===== src/rtl/nand_idpp_pkg.sv =====
// Package: shared opcodes, state type and identification tables for the
// identification / parameter-page responder.
package nand_idpp_pkg;

    localparam logic [7:0] OP_READ_ID = 8'h90;
    localparam logic [7:0] OP_PARAM   = 8'hEC;
    localparam logic [7:0] OP_STATUS  = 8'h70;
    localparam logic [7:0] OP_DUMMY   = 8'h00;
    localparam int         ID_LEN     = 5;

    typedef enum logic [2:0] {
        ST_IDLE   = 3'd0,
        ST_ID_ARM = 3'd1,
        ST_ID     = 3'd2,
        ST_PP_ARM = 3'd3,
        ST_PP     = 3'd4,
        ST_STAT   = 3'd5
    } rd_state_e;

    typedef enum logic [1:0] {
        RM_NONE   = 2'd0,
        RM_ID     = 2'd1,
        RM_PARAM  = 2'd2,
        RM_STATUS = 2'd3
    } rd_mode_e;

    // Identification byte for position idx; single selects the single-enable table.
    function automatic logic [7:0] id_byte(input logic single, input logic [2:0] idx);
        logic [7:0] b;
        case (idx)
            3'd0:    b = 8'h01;
            3'd1:    b = single ? 8'hD3 : 8'hDC;
            3'd2:    b = single ? 8'hD1 : 8'h90;
            3'd3:    b = 8'h95;
            default: b = single ? 8'h58 : 8'h54;
        endcase
        return b;
    endfunction

endpackage


===== src/rtl/nand_cycle_decode.sv =====
// Cycle decoder: turns the synchronised pin levels into one-clock strobes for a
// command cycle, an address cycle and a falling read strobe. Assumes the pins
// are already synchronised to clk and stay at each level for two or more clocks.
// Nothing is decoded while ce_n is high.
module nand_cycle_decode (
    input  logic clk,
    input  logic rst_n,
    input  logic ce_n,
    input  logic cle,
    input  logic ale,
    input  logic we_n,
    input  logic re_n,
    output logic cmd_stb,
    output logic addr_stb,
    output logic re_fall
);
    logic we_q;
    logic re_q;

    // Keep the previous strobe levels so that edges can be found.
    always_ff @(posedge clk) begin
        if (!rst_n) begin
            we_q <= 1'b1;
            re_q <= 1'b1;
        end else begin
            we_q <= we_n;
            re_q <= re_n;
        end
    end

    // Classify the write-strobe rising edge and detect the read-strobe falling edge.
    always_comb begin
        cmd_stb  = ~ce_n & we_n & ~we_q & cle & ~ale;
        addr_stb = ~ce_n & we_n & ~we_q & ale & ~cle;
        re_fall  = ~ce_n & ~re_n & re_q;
    end
endmodule


===== src/rtl/nand_rd_mode_ctrl.sv =====
// Mode controller: tracks the read-out mode from the decoded command and
// address cycles, and steps the byte counter on each read strobe.
// The identification count saturates at its last byte and the parameter count
// saturates at the end of the redundant copies. ce_n high clears the counter
// but keeps the mode.
module nand_rd_mode_ctrl
    import nand_idpp_pkg::*;
#(
    parameter int PAGE_BYTES = 256,
    parameter int PP_COPIES  = 3,
    localparam int PP_LIMIT  = PAGE_BYTES * PP_COPIES,
    localparam int CNT_W     = $clog2(PP_LIMIT + 1)
) (
    input  logic             clk,
    input  logic             rst_n,
    input  logic             ce_n,
    input  logic             cmd_stb,
    input  logic             addr_stb,
    input  logic             re_fall,
    input  logic [7:0]       io_in,
    output rd_state_e        state,
    output logic [CNT_W-1:0] cnt
);
    rd_state_e state_nx;
    logic      status_ignored;
    logic      mode_entry;

    // A status request is dropped while identification is active.
    assign status_ignored = (state == ST_ID) && (io_in == OP_STATUS);
    assign mode_entry     = addr_stb && (io_in == 8'h00) &&
                            ((state == ST_ID_ARM) || (state == ST_PP_ARM));

    // Next-state decode from command and address cycles.
    always_comb begin
        state_nx = state;
        if (cmd_stb && !status_ignored) begin
            case (io_in)
                OP_READ_ID: state_nx = ST_ID_ARM;
                OP_PARAM:   state_nx = ST_PP_ARM;
                OP_STATUS:  state_nx = ST_STAT;
                default:    state_nx = ST_IDLE;
            endcase
        end else if (addr_stb && (state == ST_ID_ARM || state == ST_PP_ARM)) begin
            if (io_in != 8'h00)          state_nx = ST_IDLE;
            else if (state == ST_ID_ARM) state_nx = ST_ID;
            else                         state_nx = ST_PP;
        end
    end

    // Mode register.
    always_ff @(posedge clk) begin
        if (!rst_n) state <= ST_IDLE;
        else        state <= state_nx;
    end

    // Byte counter with saturation per mode.
    always_ff @(posedge clk) begin
        if (!rst_n || ce_n) begin
            cnt <= '0;
        end else if ((cmd_stb && !status_ignored) || mode_entry) begin
            cnt <= '0;
        end else if (re_fall) begin
            if (state == ST_ID) begin
                if (cnt < CNT_W'(ID_LEN - 1)) cnt <= cnt + 1'b1;
            end else if (state == ST_PP) begin
                if (cnt < CNT_W'(PP_LIMIT)) cnt <= cnt + 1'b1;
            end
        end
    end

    a_r4_id_saturates: assert property (@(posedge clk) disable iff (!rst_n)
        (state == ST_ID) |-> (cnt < CNT_W'(ID_LEN)));
    a_r6_cnt_bounded: assert property (@(posedge clk) disable iff (!rst_n)
        cnt <= CNT_W'(PP_LIMIT));
    a_r9_ce_clears_cnt: assert property (@(posedge clk) disable iff (!rst_n)
        ce_n |=> (cnt == '0));
    a_r7_mode_holds: assert property (@(posedge clk) disable iff (!rst_n)
        (!cmd_stb && !addr_stb) |=> $stable(state));
    a_r8_status_dropped_in_id: assert property (@(posedge clk) disable iff (!rst_n)
        (state == ST_ID && cmd_stb && io_in == OP_STATUS) |=> (state == ST_ID));
endmodule


===== src/rtl/nand_idpp_rom.sv =====
// Byte source: supplies the byte for the current mode and counter position.
// The parameter page is a computed constant table; its index wraps every
// PAGE_BYTES (assumed a power of two), and past the copies the filler is given.
// The integrity CRC is a supplied constant, not computed here.
module nand_idpp_rom
    import nand_idpp_pkg::*;
#(
    parameter int          PAGE_BYTES = 256,
    parameter int          PP_COPIES  = 3,
    parameter logic [7:0]  FILL_BYTE  = 8'hFF,
    parameter logic [15:0] PP_CRC     = 16'h4C3A,
    localparam int PP_LIMIT = PAGE_BYTES * PP_COPIES,
    localparam int CNT_W    = $clog2(PP_LIMIT + 1),
    localparam int PG_W     = $clog2(PAGE_BYTES)
) (
    input  rd_state_e        state,
    input  logic [CNT_W-1:0] cnt,
    input  logic             single_ce_cfg,
    input  logic [7:0]       status_in,
    output logic [7:0]       byte_o
);
    localparam logic [95:0]  MFR_TXT   = "NAND VENDOR ";
    localparam logic [159:0] MODEL_TXT = "GENERIC-8G-X8       ";

    // Parameter page content for one in-page index.
    function automatic logic [7:0] pp_byte(input logic [PG_W-1:0] i);
        logic [7:0] b;
        int         n;
        n = int'(i);
        b = 8'h00;
        if (n >= 32 && n <= 43)      b = MFR_TXT[8*(43-n) +: 8];
        else if (n >= 44 && n <= 63) b = MODEL_TXT[8*(63-n) +: 8];
        else begin
            case (n)
                0:   b = 8'h4F;  1:   b = 8'h4E;  2:   b = 8'h46;  3:   b = 8'h49;
                4:   b = 8'h02;  6:   b = 8'h1E;  8:   b = 8'h1B;  64:  b = 8'h01;
                81:  b = 8'h08;  84:  b = 8'h40;  87:  b = 8'h02;  90:  b = 8'h10;
                92:  b = 8'h40;  97:  b = 8'h10;  100: b = 8'h02;  101: b = 8'h23;
                102: b = 8'h01;  103: b = 8'h50;  105: b = 8'h01;  106: b = 8'h05;
                107: b = 8'h01;  108: b = 8'h01;  109: b = 8'h03;  110: b = 8'h04;
                112: b = 8'h01;  113: b = 8'h01;  114: b = 8'h04;  128: b = 8'h0A;
                129: b = 8'h1F;  131: b = 8'h1F;  133: b = 8'hBC;  134: b = 8'h02;
                135: b = 8'h10;  136: b = 8'h27;  137: b = 8'h19;  139: b = 8'h64;
                254: b = PP_CRC[7:0];
                255: b = PP_CRC[15:8];
                default: b = 8'h00;
            endcase
        end
        return b;
    endfunction

    // Select the byte for the active mode.
    always_comb begin
        case (state)
            ST_ID:   byte_o = id_byte(single_ce_cfg, cnt[2:0]);
            ST_PP:   byte_o = (cnt >= CNT_W'(PP_LIMIT)) ? FILL_BYTE : pp_byte(cnt[PG_W-1:0]);
            ST_STAT: byte_o = status_in;
            default: byte_o = 8'h00;
        endcase
    end
endmodule


===== src/rtl/nand_idpp_responder.sv =====
// Top: the identification / parameter-page responder. It decodes the host's
// cycles, tracks the read-out mode and registers one byte onto io_out per
// falling read strobe. Assumes synchronised, slow pins.
module nand_idpp_responder
    import nand_idpp_pkg::*;
#(
    parameter int          PAGE_BYTES = 256,
    parameter int          PP_COPIES  = 3,
    parameter logic [7:0]  FILL_BYTE  = 8'hFF,
    parameter logic [15:0] PP_CRC     = 16'h4C3A,
    localparam int PP_LIMIT = PAGE_BYTES * PP_COPIES,
    localparam int CNT_W    = $clog2(PP_LIMIT + 1)
) (
    input  logic       clk,
    input  logic       rst_n,
    input  logic       ce_n,
    input  logic       cle,
    input  logic       ale,
    input  logic       we_n,
    input  logic       re_n,
    input  logic [7:0] io_in,
    input  logic       single_ce_cfg,
    input  logic [7:0] status_in,
    output logic [7:0] io_out,
    output logic [1:0] rd_mode
);
    logic             cmd_stb, addr_stb, re_fall;
    rd_state_e        state;
    logic [CNT_W-1:0] cnt;
    logic [7:0]       src_byte;
    rd_mode_e         mode;

    nand_cycle_decode u_dec (
        .clk(clk), .rst_n(rst_n), .ce_n(ce_n), .cle(cle), .ale(ale),
        .we_n(we_n), .re_n(re_n),
        .cmd_stb(cmd_stb), .addr_stb(addr_stb), .re_fall(re_fall)
    );

    nand_rd_mode_ctrl #(.PAGE_BYTES(PAGE_BYTES), .PP_COPIES(PP_COPIES)) u_ctrl (
        .clk(clk), .rst_n(rst_n), .ce_n(ce_n), .cmd_stb(cmd_stb),
        .addr_stb(addr_stb), .re_fall(re_fall), .io_in(io_in),
        .state(state), .cnt(cnt)
    );

    nand_idpp_rom #(.PAGE_BYTES(PAGE_BYTES), .PP_COPIES(PP_COPIES),
                    .FILL_BYTE(FILL_BYTE), .PP_CRC(PP_CRC)) u_rom (
        .state(state), .cnt(cnt), .single_ce_cfg(single_ce_cfg),
        .status_in(status_in), .byte_o(src_byte)
    );

    // Map the internal state to the visible mode code.
    always_comb begin
        case (state)
            ST_ID:   mode = RM_ID;
            ST_PP:   mode = RM_PARAM;
            ST_STAT: mode = RM_STATUS;
            default: mode = RM_NONE;
        endcase
    end
    assign rd_mode = mode;

    // Register the selected byte on each read strobe in a read-out mode.
    always_ff @(posedge clk) begin
        if (!rst_n)                         io_out <= 8'h00;
        else if (re_fall && mode != RM_NONE) io_out <= src_byte;
    end

    a_r11_out_holds: assert property (@(posedge clk) disable iff (!rst_n)
        !re_fall |=> $stable(io_out));
    a_r6_filler_past_copies: assert property (@(posedge clk) disable iff (!rst_n)
        (state == ST_PP && re_fall && cnt == CNT_W'(PP_LIMIT)) |=> (io_out == FILL_BYTE));
    a_r10_deselect_no_change: assert property (@(posedge clk) disable iff (!rst_n)
        ce_n |=> ($stable(io_out) && $stable(rd_mode)));
endmodule


===== config.mk =====
export PLATFORM = sky130hd
export DESIGN_NAME = nand_idpp_responder
export DESIGN_NICKNAME = d
export VERILOG_FILES = /design/src/rtl/nand_idpp_pkg.sv /design/src/rtl/nand_cycle_decode.sv /design/src/rtl/nand_rd_mode_ctrl.sv /design/src/rtl/nand_idpp_rom.sv /design/src/rtl/nand_idpp_responder.sv
export SDC_FILE = /design/constraint.sdc
export NUM_CORES = 1
export LEC_CHECK = 0
export ABC_AREA = 1
export BUFFER_PORTS_ARGS = -buffer_cell sky130_fd_sc_hd__clkbuf_2
export CAP_MARGIN = 20
export CORE_MARGIN = 2
export CORE_UTILIZATION = 59
export CTS_BUF_LIST = sky130_fd_sc_hd__clkbuf_16
export DETAILED_ROUTE_END_ITERATION = 12
export HOLD_SLACK_MARGIN = 0.05
export PLACE_DENSITY = 0.83
export SLEW_MARGIN = 20
export SYNTH_ARGS = -nofsm -noshare
export SYNTH_HDL_FRONTEND = slang
export SYNTH_SLANG_ARGS = --single-unit

===== constraint.sdc =====
create_clock -name clk -period 2.1 [get_ports clk]
set_input_delay 0.21 -clock clk [delete_from_list [all_inputs] [get_ports clk]]
set_output_delay 0.21 -clock clk [all_outputs]
set_load 0.03 [all_outputs]

### After elaboration in Yosys (flattened, before gate mapping)

Index checks and enable logic that the tools add are counted.

* mux-type cells: 19
* add/subtract/negate cells: 3
* bitwise gates (word level): 13
* order comparisons: 7
* $mul: 0
* div/mod/pow operators: 0
* shift-type cells: 2
* reduce and logical (&&, ||, !) cells: 29
* eq/ne operators: 49

Operators with widths (number)
* case mux 8 bit (24 select lines): 1
* == test 8 x 7 -> 1 bit (second input constant): 21
* indexed part select 160 x 32 -> 8 bit (first input constant): 1
* == test 8 bit (second input constant): 13
* indexed part select 96 x 32 -> 8 bit (first input constant): 1
* 2-to-1 mux 10 bit: 4
* case mux 8 bit (4 select lines): 1
* 2-to-1 mux 8 bit: 3
* case mux 8 bit (3 select lines): 1
* subtractor 6 x 8 -> 9 bit (first input constant): 2
* == test 8 x 2 -> 1 bit (second input constant): 2
* == test 8 x 3 -> 1 bit (second input constant): 2
* greater-or-equal comparator 8 x 6 -> 1 bit (second input constant): 2
* <= comparator 8 x 6 -> 1 bit (second input constant): 2
* logical NOT 8 bit: 2
* == test 3 x 2 -> 1 bit (second input constant): 4
* 2-to-1 mux 3 bit: 4
* adder 10 x 1 -> 10 bit (second input constant): 1
* greater-or-equal comparator 10 bit (second input constant): 1
* < comparator 10 bit (second input constant): 1
* < comparator 10 x 3 -> 1 bit (second input constant): 1
* case mux 3 bit (3 select lines): 1
* AND 1 bit: 8
* == test 8 x 1 -> 1 bit (second input constant): 1
* other kinds (19): 42

* output and inout bits: 10
* bits of input ports: 24
* register bits: 23
* memory bits (read-only): 0
* RAM bits: 0
* latch bits: 0
* memories kept: 0
* word-level logic and storage cells: 127

### Depth between registers and ports, before layout

Gate-level depths: netlist (run 1).

* word-level depth: 9
* gate-level depth with buffers: 13

### Hierarchy

Synthesis (run 1) repeated with hierarchy kept, for this count alone.

* cells, all modules: 527
* area total of the unflattened synthesis: 2960.3 um2

By module, submodules not included
* nand_idpp_rom: area an instance 1406.3 um2, instances 1, cells each 291
* nand_rd_mode_ctrl: area an instance 1057.3 um2, instances 1, cells each 159
* nand_idpp_responder: area an instance 394.1 um2, instances 1, cells each 60
* nand_cycle_decode: area an instance 102.6 um2, instances 1, cells each 17

### Worst setup path after synthesis (run 1)

No wires, ideal clock.

* kind: reg2reg
* start: reg u_ctrl.cnt[0]
* end: reg io_out[1]
* required time: 1.975 ns
* clock period less this slack: 1.805 ns
* setup slack: 0.295 ns
* data arrival time: 1.681 ns
* setup time: 0.125 ns
* cell stages (with the launch flop): 13
* cell sequence: dfxtp_1 -> clkinv_1 -> ha_1 -> nand2_1 -> inv_1 -> o21ai_1 -> nand2_1 -> inv_1 -> nand2_1 -> nor3_1 -> nand3_1 -> nand2_1 -> a21oi_2

* cells in the longest elaborated chain, start to end: 7
* elaborated cells on any way between the ends: 65

RTL lines
* from (decl): RTL line nand_rd_mode_ctrl.sv:22 `output logic [CNT_W-1:0] cnt`
* from (signal assigned): RTL line nand_rd_mode_ctrl.sv:64 `if (cnt < CNT_W'(ID_LEN - 1)) cnt <= cnt + 1'b1;`
* from (signal assigned): RTL line nand_rd_mode_ctrl.sv:66 `if (cnt < CNT_W'(PP_LIMIT)) cnt <= cnt + 1'b1;`
* branches (longest 6 deep; another with subtractor 6 x 8 -> 9 bit)
* case mux 8 bit (3 select lines) *: RTL line nand_idpp_rom.sv:54 `case (state)`
* to (signal assigned): RTL line nand_idpp_responder.sv:65 `else if (re_fall && mode != RM_NONE) io_out <= src_byte;`
* to (decl): RTL line nand_idpp_responder.sv:24 `output logic [7:0] io_out,`

Every way passes the cells marked *.
A chain may end at the register's enable or synchronous reset.

### Worst setup path in the final report (run 1)

* start: reg u_ctrl.cnt[0]
* end: reg io_out[5]

Same word-level chain as after synthesis.

==> flow_metrics.py, run 1 <==
metrics = {
    "global_routing": {
        "grt_pass1_wl_mm": 13.36,
        "grt_max_degree": 18,
        "grt_pass1_vias": 2883,
        "grtUsageTotal_pct": 32.80,
        "grt_antenna_before_repair": 0,
        "gr-total-overflow": 0,
    },
    "sta": {
        "fin_setup_tns_ns": 0,
        "period_minus_slack_ns": 1.931,
        "rsz0062_at_grt": "no",
        "timing.fmax_mhz": 517.9,
        "slew_headroom_pct": 58.80,
        "tightest_slew_ns": 0.6157,
        "finClkSkew_ns": 0.003733,
        "fin_crit_sh_pct": 91.94,
        "hold_viol": 0,
        "setup_violations": 0,
        "drv_slew": 0,
    },
    "worst_setup_path": {
        "path_delay_family": "simple AND/OR/NAND/NOR gates",
        "path_class": "flip-flop to flip-flop",
        "slowest_delay_ns": 0.35,
        "worstPathCellList": "buf_4 > ha_1 > nand2_1 > inv_1 > o21ai_2 > nand4_1 > nor2_1 > o211ai_1 > nand2_1 > a21oi_1",
        "crit_slowest_cell": "dfxtp_1",
        "arrival_ns": 2.09,
        "cp.buffers_inverters": 2,
        "cp.required_ns": 2.25,
        "path_common_cell": "nand2_1",
        "path_max_fanout": 8,
        "setup.worst_path.start_class": "flip-flop",
        "cp-end-kind": "flip-flop",
    },
    "pwr": {
        "p_comb_share_pct": 6.9,
        "pwr_density_cell_mw_per_mm2": 312.5,
        "ir_worst_vdd_mv": 0.3650,
        "switching_share_pct": 23.50,
        "power_leakage_uw": 0.001521,
        "power.total_uw": 944.3,
        "power.share.clock_pct": 46.4,
        "switchingPower_uw": 221.9,
        "p_int_uw": 722.4,
        "seq_power_share_pct": 46.7,
    },
    "floorplanning": {
        "coreArea_mm2": 0.004384,
        "fp.dieH_um": 71.59,
        "start_util_pct": 61.47,
        "dieArea_mm2": 0.005124,
        "ios": 34,
        "chipWidth_um": 71.59,
        "fp-row-count": 24,
    },
    "run": {
        "cap_violations": 0,
    },
    "drt": {
        "via_per_inst": 5.765,
        "wl_per_cell_um": 14.55,
        "first_iter_violations": 346,
        "drc": 0,
        "finalWirelength_mm": 7.971,
        "final_antenna_net_count": 0,
        "drt_pass1_iterations": 5,
        "routed-via-count": 3159,
    },
    "place": {
        "numPortBuffers": 33,
        "dp_hpwl_mm": 6.222,
        "place.gp.congestion": 1.024,
    },
    "outcome": {
        "status": "completed",
    },
    "synth": {
        "netlist_area_mm2": 0.002695,
        "yosysWarnings": 0,
        "ys.flop_type": "dfxtp_1",
        "syn_avg_cell_area_um2": 5.846,
        "syn-instance-count": 461,
        "yosysSeqAreaShare_pct": 17.08,
        "ys_types": 46,
        "synthArstFlopShare_pct": 0,
        "synth_seq_cells": 23,
        "synth-edff-count": 0,
        "synth_nets": 496,
    },
    "finish": {
        "diodes": 0,
        "syn_to_final_growth_pct": 12.12,
        "nFillCells": 419,
        "final_common_cell": "nand2_1",
        "drive_gt1_share_pct": 18.95,
        "final_cell_mix": "nand2_1, inv_1, nand3_1, nor2_1, a21oi_1",
        "nets": 532,
    },
    "clock_network": {
        "cts_made_buffers": 3,
        "clock_latency_ns": 0.26,
        "path_clk_slew_ns": 0.07,
        "htreeDepth": 1,
        "clockRootBuffer": "clkbuf_16",
        "cts_tree": "done",
        "cts.sinks": 23,
        "ctsLongestPathBuffers": 2,
    },
    "worst_hold_path": {
        "hold_class": "input pin to flip-flop",
    },
}
[sequential cells by signal, indices dropped and copies added (netlist names)]
name,count
u_dec.re_q,1
u_dec.we_q,1
io_out,8
u_ctrl.cnt,10
u_ctrl.state,3
[repair_timing]
action	4_1_cts	5_1_grt
endpoints found under the setup margin	0	7
setup buffers	0	0
hold buffers	0	0
gates resized for setup	0	8
[through the flow]
stage	setup WS [ns]	utilization, %	std cells	hold WS [ns]	area (um2)
after floorplan	0.2946	-	461	0.3064	2695
after global placement	0.1170	66.81	544	0.3928	2929
after detailed placement	0.1136	66.81	544	0.4027	2929
after CTS	0.09511	68.64	548	0.1307	3009
after global routing	0.02827	68.92	548	0.1585	3022
final	0.1692	68.92	548	0.1330	3022
[synthesized netlist by cell type (all sizes together) (3+ instances only)]
| cell type | number | area [um2] |
|---|---|---|
| nand4 | 9 | 68.81 |
| nand3 | 47 | 257.8 |
| o21ai | 31 | 158.9 |
| nor3 | 11 | 71.32 |
| buf | 8 | 61.30 |
| a21oi | 36 | 187.7 |
| ha | 11 | 137.6 |
| nor2 | 51 | 241.5 |
| nor4 | 4 | 31.28 |
| inv | 59 | 229.0 |
| nand2 | 148 | 605.6 |
| dfxtp | 23 | 460.4 |
| o211ai | 3 | 22.52 |
| xor2 | 5 | 43.79 |
[worst reg2reg max path, cell delays in order, from the launching register on]
cell and delay [ns]:
dfxtp_1 0.35, buf_4 0.18, ha_1 0.29, nand2_1 0.12, inv_1 0.09, o21ai_2 0.20, nand4_1 0.16, nor2_1 0.18
o211ai_1 0.12, nand2_1 0.09, a21oi_1 0.06
[kinds of logic after synthesis]
| kind of cell | share of synthesized area, % |
|---|---|
| adders and majority gates | 5.107 |
| DFF | 17.08 |
| xor gates and xnor gates | 1.950 |
| and+or+nand+nor | 47.86 |
| AOI/OAI and AO/OA | 16.62 |
| buffers and inverters | 11.37 |
[final timing paths]
kind	from	endpoint	slack, ns	depth (start not counted)
worst min register to register	u_ctrl.cnt[9]	u_ctrl.cnt[9]	0.48	2
worst min-delay path	we_n	u_dec.we_q	0.13	3
worst max-delay path	u_ctrl.cnt[0]	io_out[5]	0.17	10
worst max register to register	u_ctrl.cnt[0]	io_out[5]	0.17	10
[power groups by stage]
stage / Clock, uW / Sequential (uW) / Combinational [uW]
after detailed placement: 0 / 451 / 64.9
after CTS: 448 / 441 / 65.2
after global placement: 0 / 451 / 62.8
after floorplan: 0 / 451 / 31.0
after global routing: 458 / 441 / 73.8
final: 438 / 441 / 65.4
[layout make-up]
class	count	area, um2	area share [%]
clock buffers	3	75.07	2.484
clock inverters	1	5.005	0.1656
inverters	61	237.7	7.867
multi-input cells	367	1937	64.10
flip-flops and latches	23	464.2	15.36
well taps	52	65.06	2.153
repair buffers	41	237.7	7.867
[routing by layer]
layer  track usage, %  vias to the layer above  wire length [um]
met5                0                        -                 0
met1            45.64                     1381              3493
met4            9.853                        0               218
met3            3.235                       28               587
met2            53.91                      173              3671
li1                 -                     1577                 -
Power figures use the tool's default switching activity.
==> inputs of run 2 (changes only) <==
--- a/config.mk
+++ b/config.mk
@@ -9,11 +9,11 @@
 export BUFFER_PORTS_ARGS = -buffer_cell sky130_fd_sc_hd__clkbuf_2
 export CAP_MARGIN = 20
 export CORE_MARGIN = 2
-export CORE_UTILIZATION = 59
+export CORE_UTILIZATION = 40
 export CTS_BUF_LIST = sky130_fd_sc_hd__clkbuf_16
 export DETAILED_ROUTE_END_ITERATION = 12
 export HOLD_SLACK_MARGIN = 0.05
-export PLACE_DENSITY = 0.83
+export PLACE_DENSITY = 0.61
 export SLEW_MARGIN = 20
 export SYNTH_ARGS = -nofsm -noshare
 export SYNTH_HDL_FRONTEND = slang
==> flow_metrics.py, run 2 (synthesis gave the netlist of run 1 again) <==
metrics = {
    "worst_hold_path": {
        "worstHoldPathCells": 3,
        "whs_endpoint": "u_dec.we_q",
        "hold_class": "input pin to flip-flop",
        "hp-start": "we_n",
    },
    "global_routing": {
        "grt_pass1_vias": 2831,
        "grt_antenna_before_repair": 0,
        "grtUsageTotal_pct": 21.85,
        "grt_max_degree": 18,
        "grt_pass1_wl_mm": 13.07,
        "gr-total-overflow": 0,
    },
    "sta": {
        "hold-worst-slack_ns": 0.1192,
        "fin_crit_sh_pct": 92.55,
        "finClkSkew_ns": 0.007083,
        "timing.fmax_mhz": 514.5,
        "tightest_slew_ns": 0.5055,
        "rsz0062_at_grt": "no",
        "setup_violations": 0,
        "slew_headroom_pct": 65.99,
        "drv_slew": 0,
        "fin_setup_tns_ns": 0,
        "hold_viol": 0,
        "period_minus_slack_ns": 1.944,
    },
    "finish": {
        "diodes": 0,
        "final_cell_mix": "nand2_1, inv_1, nand3_1, nor2_1, a21oi_1",
        "reg_top3": "u_ctrl.cnt x10, io_out x8, u_ctrl.state x3",
        "utilization_pct": 47.28,
        "drive_gt1_share_pct": 18.35,
        "syn_to_final_growth_pct": 12.67,
        "nets": 532,
        "final_cells": 573,
        "regMostFlops": "u_ctrl.cnt",
        "nFillCells": 670,
        "final_common_cell": "nand2_1",
        "largest_reg_flops": 10,
    },
    "clock_network": {
        "path_clk_slew_ns": 0.07,
        "clock_latency_ns": 0.27,
        "cts_hold_buf": 0,
        "htreeDepth": 1,
        "clockRootBuffer": "clkbuf_16",
        "cts.sinks": 23,
        "cts_setup_buffers": 0,
        "cts_tree": "done",
        "cts_made_buffers": 3,
        "ctsLongestPathBuffers": 2,
    },
    "worst_setup_path": {
        "setup.worst_path.start_class": "flip-flop",
        "worstReg2RegEnd": "io_out[1]",
        "arrival_ns": 2.10,
        "worstPathCellList": "inv_2 > ha_1 > nand2_1 > inv_1 > o21ai_1 > nand2_1 > inv_1 > nand2_1 > nor3_1 > nand3_1 > nand2_1 > a21oi_2",
        "crit_start": "u_ctrl.cnt[1]",
        "path_common_cell": "nand2_1",
        "path_delay_family": "simple AND/OR/NAND/NOR gates",
        "slowest_delay_ns": 0.43,
        "cp.required_ns": 2.26,
        "crit_slowest_cell": "dfxtp_2",
        "path_max_fanout": 9,
        "r2r_slack_ns": 0.16,
        "cp-end-kind": "flip-flop",
        "reg2reg_depth": 12,
        "r2r_start": "u_ctrl.cnt[1]",
        "cp.buffers_inverters": 3,
        "path_class": "flip-flop to flip-flop",
    },
    "place": {
        "dp_hpwl_mm": 6.324,
        "place_inst": 569,
        "place.gp.congestion": 0.9458,
        "numPortBuffers": 33,
    },
    "pwr": {
        "power_leakage_uw": 0.001510,
        "pwr_density_cell_mw_per_mm2": 310.9,
        "ir_worst_vdd_mv": 0.2452,
    },
    "drt": {
        "first_iter_violations": 263,
        "drc": 0,
        "routed-via-count": 3062,
        "drt_pass1_iterations": 5,
        "wl_per_cell_um": 13.74,
        "final_antenna_net_count": 0,
        "via_per_inst": 5.344,
        "finalWirelength_mm": 7.873,
    },
    "floorplanning": {
        "chipWidth_um": 86.09,
        "ios": 34,
        "coreArea_mm2": 0.006422,
        "fp.dieH_um": 86.09,
        "fp-row-count": 29,
        "start_util_pct": 41.96,
        "dieArea_mm2": 0.007411,
    },
    "outcome": {
        "status": "completed",
    },
    "run": {
        "cap_violations": 0,
    },
}
[run 2: cell count changes in the layout (fill, tap and decap cells not counted), sizes merged]
cell	before	now
inv	60	59
clkinv	2	3
[run 2: per-layer routing]
| layer | track usage [%] | wire length, um |
|---|---|---|
| met3 | 1.732 | 327 |
| met2 | 36.93 | 3668 |
| met5 | 0 | 0 |
| met4 | 6.205 | 174 |
| met1 | 29.67 | 3703 |
[run 2: worst max-delay path by stage]
| stage | end | slack, ns | cells past startpoint |
|---|---|---|---|
| 2_1_floorplan | io_out[1] | 0.29 | 12 |
| 3_3_place_gp | io_out[1] | 0.02 | 12 |
| 3_5_place_dp | io_out[1] | 0.07 | 12 |
| 4_1_cts | io_out[1] | 0.06 | 12 |
| 5_1_grt | io_out[1] | 0.002 | 12 |
| 6_report | io_out[1] | 0.16 | 12 |
[run 2: what timing repair did]
| action | CTS | global route |
|---|---|---|
| hold endpoints to repair | 0 | 0 |
| resized for setup | 0 | 5 |
| endpoints found under the setup margin | 0 | 3 |
[run 2: area by class of cell]
| class | instances | area (um2) | area share, % |
|---|---|---|---|
| repair buffers | 41 | 225.2 | 7.417 |
| clock inverters | 1 | 5.005 | 0.1648 |
| flip-flops and latches | 23 | 461.7 | 15.20 |
| well taps | 77 | 96.34 | 3.173 |
| multi-input cells | 367 | 1936 | 63.74 |
| inverters | 61 | 237.7 | 7.829 |
| clock buffers | 3 | 75.07 | 2.472 |
[run 2: power by group]
group / leakage [uW] / internal [uW] / switching (uW) / total [uW]
sequential: 0.000186 / 439 / 1.70 / 441
clock: 0.0000409 / 257 / 182 / 439
combinational: 0.00128 / 26.3 / 37.8 / 64.0
total: 0.00151 / 722 / 222 / 944
[run 2: worst register-to-register path: cells and delay by family (launching register included)]
family | cells | cell delay [ns]
buf+inv | 3 | 0.20
fa+ha+maj | 1 | 0.27
simple gates | 6 | 0.70
compound gates | 2 | 0.24
flops | 1 | 0.43
[run 2: through the flow]
stage / setup WS [ns] / power [uW] / area, um2
4_1_cts: 0.06495 / 951.1 / 3028
6_report: 0.1564 / 944.0 / 3037
3_5_place_dp: 0.06981 / 514.9 / 2948
2_1_floorplan: 0.2946 / 482.5 / 2695
5_1_grt: 0.001529 / 977.0 / 3037
3_3_place_gp: 0.02330 / 513.9 / 2948
==> inputs of run 3 (changes only) <==
--- a/config.mk
+++ b/config.mk
@@ -8,12 +8,13 @@
 export ABC_AREA = 1
 export BUFFER_PORTS_ARGS = -buffer_cell sky130_fd_sc_hd__clkbuf_2
 export CAP_MARGIN = 20
+export CORE_ASPECT_RATIO = 0.6
 export CORE_MARGIN = 2
-export CORE_UTILIZATION = 40
+export CORE_UTILIZATION = 35
 export CTS_BUF_LIST = sky130_fd_sc_hd__clkbuf_16
 export DETAILED_ROUTE_END_ITERATION = 12
-export HOLD_SLACK_MARGIN = 0.05
-export PLACE_DENSITY = 0.61
+export HOLD_SLACK_MARGIN = 0.1
+export PLACE_DENSITY = 0.55
 export SLEW_MARGIN = 20
 export SYNTH_ARGS = -nofsm -noshare
 export SYNTH_HDL_FRONTEND = slang
==> flow_metrics.py, run 3 (synthesis gave the netlist of run 1 again) <==
metrics = {
    "finish": {
        "final_cell_mix": "nand2_1, inv_1, nand3_1, nor2_1, a21oi_1",
        "drive_gt1_share_pct": 19.44,
        "final_common_cell": "nand2_1",
        "nFillCells": 814,
        "utilization_pct": 42.79,
        "regMostFlops": "u_ctrl.cnt",
        "syn_to_final_growth_pct": 16.81,
        "largest_reg_flops": 10,
        "reg_top3": "u_ctrl.cnt x10, io_out x8, u_ctrl.state x3",
        "nets": 540,
        "diodes": 0,
    },
    "sta": {
        "fin_crit_sh_pct": 92.00,
        "slew_headroom_pct": 65.71,
        "rsz0062_at_grt": "no",
        "fin_setup_tns_ns": 0,
        "drv_slew": 0,
        "tightest_slew_ns": 0.5097,
        "setup_violations": 0,
        "finClkSkew_ns": 0.005683,
        "fin_ws_ns": 0.1679,
        "period_minus_slack_ns": 1.932,
        "hold-worst-slack_ns": 0.1243,
        "hold_viol": 0,
        "timing.fmax_mhz": 517.6,
    },
    "drt": {
        "final_antenna_net_count": 0,
        "first_iter_violations": 416,
        "finalWirelength_mm": 8.777,
        "routed-via-count": 3169,
        "wl_per_cell_um": 14.44,
        "via_per_inst": 5.212,
        "drc": 0,
        "drt_pass1_iterations": 5,
    },
    "worst_setup_path": {
        "arrival_ns": 2.08,
        "r2r_slack_ns": 0.17,
        "path_class": "flip-flop to flip-flop",
        "cp-end-kind": "flip-flop",
        "reg2reg_depth": 12,
        "worstReg2RegEnd": "io_out[1]",
        "setup.worst_path.start_class": "flip-flop",
        "r2r_start": "u_ctrl.cnt[3]",
        "path_max_fanout": 6,
        "crit_start": "u_ctrl.cnt[3]",
        "cp.required_ns": 2.25,
    },
    "pwr": {
        "ir_worst_vdd_mv": 0.2860,
        "power.total_uw": 954.5,
        "pwr_density_cell_mw_per_mm2": 303.2,
        "power_leakage_uw": 0.001552,
    },
    "clock_network": {
        "ctsLongestPathBuffers": 2,
        "cts.sinks": 23,
        "cts_setup_buffers": 0,
        "clock_latency_ns": 0.27,
        "htreeDepth": 1,
        "cts_tree": "done",
        "cts_made_buffers": 3,
        "cts_hold_buf": 0,
        "clockRootBuffer": "clkbuf_16",
        "post_cts_resized": 0,
        "path_clk_slew_ns": 0.07,
    },
    "floorplanning": {
        "ios": 34,
        "start_util_pct": 36.63,
        "fp.dieH_um": 71.97,
        "dieArea_mm2": 0.008441,
        "fp-row-count": 24,
        "chipWidth_um": 117.3,
        "coreArea_mm2": 0.007357,
    },
    "global_routing": {
        "grt_pass1_vias": 2730,
        "grtUsageTotal_pct": 21.88,
        "grt_max_degree": 18,
        "gr-total-overflow": 0,
        "grt_pass1_wl_mm": 14.27,
        "grt_antenna_before_repair": 0,
    },
    "place": {
        "place_ws_ns": 0.1487,
        "numPortBuffers": 33,
        "dp_hpwl_mm": 7.247,
        "place.gp.congestion": 0.9343,
    },
    "worst_hold_path": {
        "hp-start": "we_n",
        "whs_endpoint": "u_dec.we_q",
        "hold_class": "input pin to flip-flop",
        "worstHoldPathCells": 3,
    },
    "outcome": {
        "status": "completed",
    },
    "run": {
        "cap_violations": 0,
    },
}
## run 3: power by group
part	internal [uW]	switching (uW)
clock	260	188
sequential	439	1.62
combinational	26.4	39.9
## run 3: how the worst max path moves through the flow
stage | slack, ns | end
2_1_floorplan | 0.29 | io_out[1]
3_3_place_gp | 0.17 | io_out[3]
3_5_place_dp | 0.15 | io_out[1]
4_1_cts | 0.13 | io_out[1]
5_1_grt | 0.005 | io_out[1]
6_report | 0.17 | io_out[1]
## run 3: layout make-up
type	instances	area (um2)	area share (%)
inverter	61	237.7	7.552
clock inverter	1	7.507	0.2385
tap	104	130.1	4.134
clock buffer	3	75.07	2.385
sequential	23	461.7	14.67
multi-input combinational	367	1938	61.57
timing repair buffer	49	297.8	9.459
## run 3: per-layer routing
metal,GRT usage (%),wire length (um)
met2,28.35,3232
met4,1.438,32
met3,5.931,828
met5,0,0
met1,36.28,4684
## run 3: critical path, stage by stage (launching register included)
cell and delay (ns):
dfxtp_1 0.40, inv_1 0.16, ha_1 0.26, nand2_1 0.15
nand2_1 0.09, o21ai_1 0.18, nand2_1 0.08, inv_1 0.06
nand2_1 0.05, nor3_1 0.16, nand3_1 0.09, nand2_1 0.09
a21oi_2 0.05
## run 3: through the flow
stage | std cells | instance area (um2)
CTS | 608 | 3137
floorplan | 461 | 2695
global placement | 604 | 3054
finish | 608 | 3148
detailed placement | 604 | 3054
global route | 608 | 3148
